<file path="config.mk">
export PLATFORM = sky130hd
export DESIGN_NAME = pflash_bus_front
export DESIGN_NICKNAME = d
export VERILOG_FILES = /design/src/rtl/pflash_bus_pkg.sv /design/src/rtl/pfb_sync.sv /design/src/rtl/pfb_read_ctrl.sv /design/src/rtl/pfb_write_capture.sv /design/src/rtl/pflash_bus_front.sv
export SDC_FILE = /design/constraint.sdc
export NUM_CORES = 1
export LEC_CHECK = 0
export BUFFER_PORTS_ARGS = -buffer_cell sky130_fd_sc_hd__buf_2
export CORE_ASPECT_RATIO = 1.5
export CORE_UTILIZATION = 48
export CTS_CLUSTER_SIZE = 24
export DETAILED_ROUTE_END_ITERATION = 10
export GPL_TIMING_DRIVEN = 0
export PLACE_DENSITY = 0.69
export SYNTH_ARGS = -nofsm -noshare
export SYNTH_HDL_FRONTEND = slang
export SYNTH_SLANG_ARGS = --single-unit
</file>
<file path="constraint.sdc">
create_clock -name clk -period 2.3 [get_ports clk]
set_input_delay 0.345 -clock clk [delete_from_list [all_inputs] [get_ports clk]]
set_output_delay 0.345 -clock clk [all_outputs]
set_load 0.05 [all_outputs]
</file>
<file path="src/rtl/pflash_bus_pkg.sv">
package pflash_bus_pkg;

    // Sampled control pins, all active low
    typedef struct packed {
        logic ce_n;
        logic oe_n;
        logic we_n;
        logic rst_n;
    } ctrl_t;

    localparam int CTRL_W = $bits(ctrl_t);

    // Idle bus: every control pin inactive (high)
    localparam logic [CTRL_W-1:0] CTRL_IDLE = '1;

    typedef enum logic [0:0] {
        WR_IDLE  = 1'b0,
        WR_ARMED = 1'b1
    } wr_state_t;

    // A read is being requested on the bus
    function automatic logic is_read(input ctrl_t c);
        return !c.ce_n && !c.oe_n && c.we_n && c.rst_n;
    endfunction

    // Both strobe pins are low: the write window is open
    function automatic logic strobe_window(input ctrl_t c);
        return !c.ce_n && !c.we_n;
    endfunction

endpackage

</file>
<file path="src/rtl/pfb_sync.sv">
module pfb_sync #(
    parameter int              W      = 1,
    parameter int              STAGES = 2,
    parameter logic [W-1:0]    INIT   = '0
) (
    input  logic         clk,
    input  logic         rst,
    input  logic [W-1:0] d,
    output logic [W-1:0] q
);
    logic [W-1:0] chain [STAGES];

    always_ff @(posedge clk) begin
        if (rst) begin
            for (int i = 0; i < STAGES; i++) chain[i] <= INIT;
        end else begin
            chain[0] <= d;
            for (int i = 1; i < STAGES; i++) chain[i] <= chain[i-1];
        end
    end

    assign q = chain[STAGES-1];
endmodule

</file>
<file path="src/rtl/pfb_read_ctrl.sv">
module pfb_read_ctrl
    import pflash_bus_pkg::*;
#(
    parameter int ADDR_W = 17
) (
    input  logic              clk,
    input  logic              rst,
    input  ctrl_t             cur_ctrl,
    input  ctrl_t             prev_ctrl,
    input  logic [ADDR_W-1:0] cur_addr,
    input  logic [ADDR_W-1:0] prev_addr,
    output logic              dq_oe,
    output logic              rd_strobe,
    output logic [ADDR_W-1:0] rd_addr
);
    logic act_now, act_prev, addr_moved, start_rd;

    always_comb begin
        act_now    = is_read(cur_ctrl);
        act_prev   = is_read(prev_ctrl);
        addr_moved = (cur_addr != prev_addr);
        start_rd   = act_now && (!act_prev || addr_moved);
    end

    always_ff @(posedge clk) begin
        if (rst) begin
            dq_oe     <= 1'b0;
            rd_strobe <= 1'b0;
            rd_addr   <= '0;
        end else begin
            dq_oe     <= act_now;
            rd_strobe <= start_rd;
            if (start_rd) rd_addr <= cur_addr;
        end
    end
endmodule

</file>
<file path="src/rtl/pfb_write_capture.sv">
module pfb_write_capture
    import pflash_bus_pkg::*;
#(
    parameter int ADDR_W = 17,
    parameter int DATA_W = 8
) (
    input  logic              clk,
    input  logic              rst,
    input  ctrl_t             cur_ctrl,
    input  logic              prev_window,
    input  logic [ADDR_W-1:0] cur_addr,
    input  logic [DATA_W-1:0] prev_data,
    output logic              wr_valid,
    output logic [ADDR_W-1:0] wr_addr,
    output logic [DATA_W-1:0] wr_data
);
    wr_state_t         state;
    logic [ADDR_W-1:0] held_addr;
    logic              win_now, win_open, win_close;

    always_comb begin
        win_now   = strobe_window(cur_ctrl);
        win_open  = win_now && !prev_window;   // later falling edge
        win_close = !win_now && prev_window;   // first rising edge
    end

    always_ff @(posedge clk) begin
        if (rst) begin
            state     <= WR_IDLE;
            held_addr <= '0;
            wr_valid  <= 1'b0;
            wr_addr   <= '0;
            wr_data   <= '0;
        end else begin
            wr_valid <= 1'b0;
            if (!cur_ctrl.rst_n) begin
                state <= WR_IDLE;
            end else begin
                unique case (state)
                    WR_IDLE: begin
                        if (win_open && cur_ctrl.oe_n) begin
                            state     <= WR_ARMED;
                            held_addr <= cur_addr;
                        end
                    end
                    WR_ARMED: begin
                        if (!cur_ctrl.oe_n) begin
                            state <= WR_IDLE;
                        end else if (win_close) begin
                            state    <= WR_IDLE;
                            wr_valid <= 1'b1;
                            wr_addr  <= held_addr;
                            wr_data  <= prev_data;
                        end
                    end
                    default: state <= WR_IDLE;
                endcase
            end
        end
    end
endmodule

</file>
<file path="src/rtl/pflash_bus_front.sv">
module pflash_bus_front
    import pflash_bus_pkg::*;
#(
    parameter int ADDR_W      = 17,
    parameter int DATA_W      = 8,
    parameter int SYNC_STAGES = 2
) (
    input  logic              clk,
    input  logic              rst,
    input  logic              pin_ce_n,
    input  logic              pin_oe_n,
    input  logic              pin_we_n,
    input  logic              pin_rst_n,
    input  logic [ADDR_W-1:0] pin_addr,
    input  logic [DATA_W-1:0] pin_dq_in,
    output logic              dq_oe,
    output logic              rd_strobe,
    output logic [ADDR_W-1:0] rd_addr,
    output logic              wr_valid,
    output logic [ADDR_W-1:0] wr_addr,
    output logic [DATA_W-1:0] wr_data
);
    localparam int BUS_W = ADDR_W + DATA_W;

    logic [CTRL_W-1:0] ctrl_q;
    logic [BUS_W-1:0]  bus_q;
    ctrl_t             cur_ctrl, prev_ctrl;
    logic [ADDR_W-1:0] cur_addr, prev_addr;
    logic [DATA_W-1:0] cur_data, prev_data;

    pfb_sync #(.W(CTRL_W), .STAGES(SYNC_STAGES), .INIT(CTRL_IDLE)) u_ctrl_sync (
        .clk (clk),
        .rst (rst),
        .d   ({pin_ce_n, pin_oe_n, pin_we_n, pin_rst_n}),
        .q   (ctrl_q)
    );

    pfb_sync #(.W(BUS_W), .STAGES(SYNC_STAGES), .INIT('0)) u_bus_sync (
        .clk (clk),
        .rst (rst),
        .d   ({pin_addr, pin_dq_in}),
        .q   (bus_q)
    );

    always_comb begin
        cur_ctrl = ctrl_t'(ctrl_q);
        cur_addr = bus_q[BUS_W-1:DATA_W];
        cur_data = bus_q[DATA_W-1:0];
    end

    // One-sample history for edge detection
    always_ff @(posedge clk) begin
        if (rst) begin
            prev_ctrl <= ctrl_t'(CTRL_IDLE);
            prev_addr <= '0;
            prev_data <= '0;
        end else begin
            prev_ctrl <= cur_ctrl;
            prev_addr <= cur_addr;
            prev_data <= cur_data;
        end
    end

    pfb_read_ctrl #(.ADDR_W(ADDR_W)) u_read (
        .clk       (clk),
        .rst       (rst),
        .cur_ctrl  (cur_ctrl),
        .prev_ctrl (prev_ctrl),
        .cur_addr  (cur_addr),
        .prev_addr (prev_addr),
        .dq_oe     (dq_oe),
        .rd_strobe (rd_strobe),
        .rd_addr   (rd_addr)
    );

    pfb_write_capture #(.ADDR_W(ADDR_W), .DATA_W(DATA_W)) u_write (
        .clk         (clk),
        .rst         (rst),
        .cur_ctrl    (cur_ctrl),
        .prev_window (strobe_window(prev_ctrl)),
        .cur_addr    (cur_addr),
        .prev_data   (prev_data),
        .wr_valid    (wr_valid),
        .wr_addr     (wr_addr),
        .wr_data     (wr_data)
    );
endmodule

</file>
==> out/results.txt <==
status - completed
f_max - 553 MHz
Antenna Violating Nets Remaining - 0
cts hold-fix bufs - 0
startpoint types - register
Final period util - 78.7%
core area - 0.0105 mm^2
die width - 87.0 um
area grow syn2layout - 21.9%
number of global-route vias before repair - 3,647
Vias - 3,718
Top cell by count, worst path - buf_4
post-synth top area share - 57.8%
clk sinks - 150
Post-Syn Nets - 535
top post-synthesis cells by area - dfxtp_1 58%, nor2b_1 11%, mux2i_1 6.5%
Syn Inst Count - 504
total routed wirelength - 10,900 um
first-pass GRT wire length - 17,300 um
worst endpoint required time - 2.61 ns
Power Density - 877 mW/mm^2
Hold Crit Endpoint - u_ctrl_sync.chain[0][0]
most common cell after layout, fill and taps aside - dfxtp_1
Yosys cell types - 31
area leader, netlist - dfxtp_1
Reg-to-Reg End - u_read.rd_addr[11]
wire per inst - 14.4 um
1st-pass router iterations - 4
Post-route DRC - 0
largest net degree at the start of global routing - 18
Slew headroom - 59.0%
H-tree levels - 4
Syn Area/Cell - 10.3 um^2
RSZ-0062 raised after global routing - false
Site Rows - 46
crit-path cells - xnor2_1 -> nand4_1 -> nor3_1 -> buf_4 -> buf_4 -> mux2i_1 -> nand2_1
DR vias/cell - 4.92
Max Cap Violations - 0
most frequent cells in the layout - 150 x dfxtp_1, 91 x nor2b_1, 83 x buf_2
max-slew violations - 0
number of diodes - 0
FF-to-FF path depth - 7
Post-CTS Resized - 0
setup tns final - 0 ns
Setup Skew - 0.0122 ns
post-CTS setup buffers - 0
CP arrival - 2.11 ns
initial antenna violation count - 0
Hold Crit Start - pin_rst_n
Pleak - 2.63 nW
Final HPWL DP - 7760 um
GPL Wtd Cong - 0.788
share of cells above drive strength 1 - 22.3%
Worst Setup Path Type - reg -> reg
Final Power - 0.00556 W
1st-iter DRT viols - 164
chip height - 129 um
sequential share of the synthesized area - 57.8%
PortBufs - 75
slew at the pin with the worst max-slew slack - 0.614 ns
initial core utilization - 49.4%
Hold Path Stages - 2
CTS tree - built
Num CTS Buffers - 17
final setup fails - 0
Hold Path Class - in -> reg
Crit. End Element - register
CP max-delay cell - dfxtp_1
Clk Latency, worst-skew pair - 0.43 ns
die area - 0.0113 mm^2
crit path max fanout - 10
GR Util All Layers - 20.7%
clock-pin slew on the worst setup and hold paths - 0.07 ns
Bufs and invs on worst path - 2
minimum clock period after layout - 1.81 ns
Top delay family on crit path - flip-flops
I/O pins - 76
synthesized cell area - 0.00520 mm^2
CP max stage delay - 0.47 ns
Yosys reg bits - 150
Ys Warns - 0
final hold violation count - 0
final net count - 629
Reg-to-Reg Start - u_bus_sync.chain[0][48]
reg2reg setup slack - 0.49 ns
Max VDD drop - 0.620 mV
clock buffer depth - 2
CTS root buf - clkbuf_16
GRT overflow - 0
-- area by class of cell --
class,instances,area (um^2)
well taps,144,180
fillers,907,4200
clock buffers,17,425
multi-input cells,320,2040
clock inverters,15,158
plain buffers,32,153
inverters,2,7.51
flip-flops and latches,150,3000
repair buffers,75,375
-- sequential cells by signal (all words and copies together) (netlist names) --
register	flops
prev_addr	17
prev_ctrl	4
prev_data	8
u_bus_sync.chain	50
u_ctrl_sync.chain	8
u_read.dq_oe	1
u_read.rd_addr	17
u_read.rd_strobe	1
u_write.held_addr	17
u_write.state	1
u_write.wr_addr	17
u_write.wr_data	8
u_write.wr_valid	1
-- how the worst max path moves through the flow --
stage | start | end | slack [ns] | cells past startpoint
floorplan | u_bus_sync.chain[0][42] | u_read.rd_addr[10] | 0.79 | 7
global placement | rst | u_write.wr_valid | 0.33 | 5
detailed placement | rst | u_write.wr_valid | 0.28 | 5
CTS | u_bus_sync.chain[0][48] | u_read.rd_addr[11] | 0.47 | 7
global route | u_bus_sync.chain[0][46] | u_read.rd_addr[9] | 0.32 | 6
finish | u_bus_sync.chain[0][48] | u_read.rd_addr[11] | 0.49 | 7
-- report_power, final --
part / switching [W] / leakage, nW / internal (W) / total (W)
sequential: 0.0000313 / 1.22 / 0.00266 / 0.00269
clock: 0.00121 / 0.276 / 0.00144 / 0.00265
combinational: 0.000117 / 1.13 / 0.0000950 / 0.000212
total: 0.00136 / 2.63 / 0.00420 / 0.00556
-- stage by stage --
stage	cells	setup slack, ns	hold WS (ns)	util [%]	area (um^2)
after global placement	723	0.326	0.400	54.6	5750
after floorplan	504	0.786	0.389	-	5200
after CTS	755	0.474	0.0934	60.2	6340
final	755	0.491	0.107	60.2	6340
after detailed placement	723	0.281	0.402	54.6	5750
after global routing	755	0.321	0.0904	60.2	6340
-- synthesized netlist by cell type --
library cell  instances
dfxtp_1             150
buf_4                 2
buf_6                 2
o21ai_0               1
buf_1                 4
a21oi_1              25
nand4_4               1
nand2b_1              1
nor4_2                1
inv_1                 1
nor3b_1               2
and4bb_2              1
mux2i_1              34
nand4_1               3
a32oi_1              17
nand2_1              68
or2_1                 1
nor2_1               21
nand4bb_1             1
nand2_2               1
or2_2                13
xnor2_1              17
clkbuf_1             16
buf_2                 8
nor3_1                1
nor2b_1              91
clkinv_1              1
nor4b_1              17
nand3_1               1
a21boi_0              1
a31oi_1               1
-- kinds of logic (layout without fill, tap and decap cells) --
group | count (synthesis) | after routing | share of synthesized area (%)
mux | 34 | 34 | 6.55
simple gates | 224 | 224 | 24.1
compound gates | 45 | 45 | 5.63
flops | 150 | 150 | 57.8
xor+xnor | 17 | 17 | 2.86
buf+inv | 34 | 141 | 3.08
-- metal layers --
layer,track usage [%],wire length [um],vias up
met5,0,0,-
met4,8.73,172,0
met3,6.62,383,18
met2,37.0,5830,78
met1,22.1,4500,1756
li1,-,-,1866
Note: power is estimated with default switching activity, not from simulation.
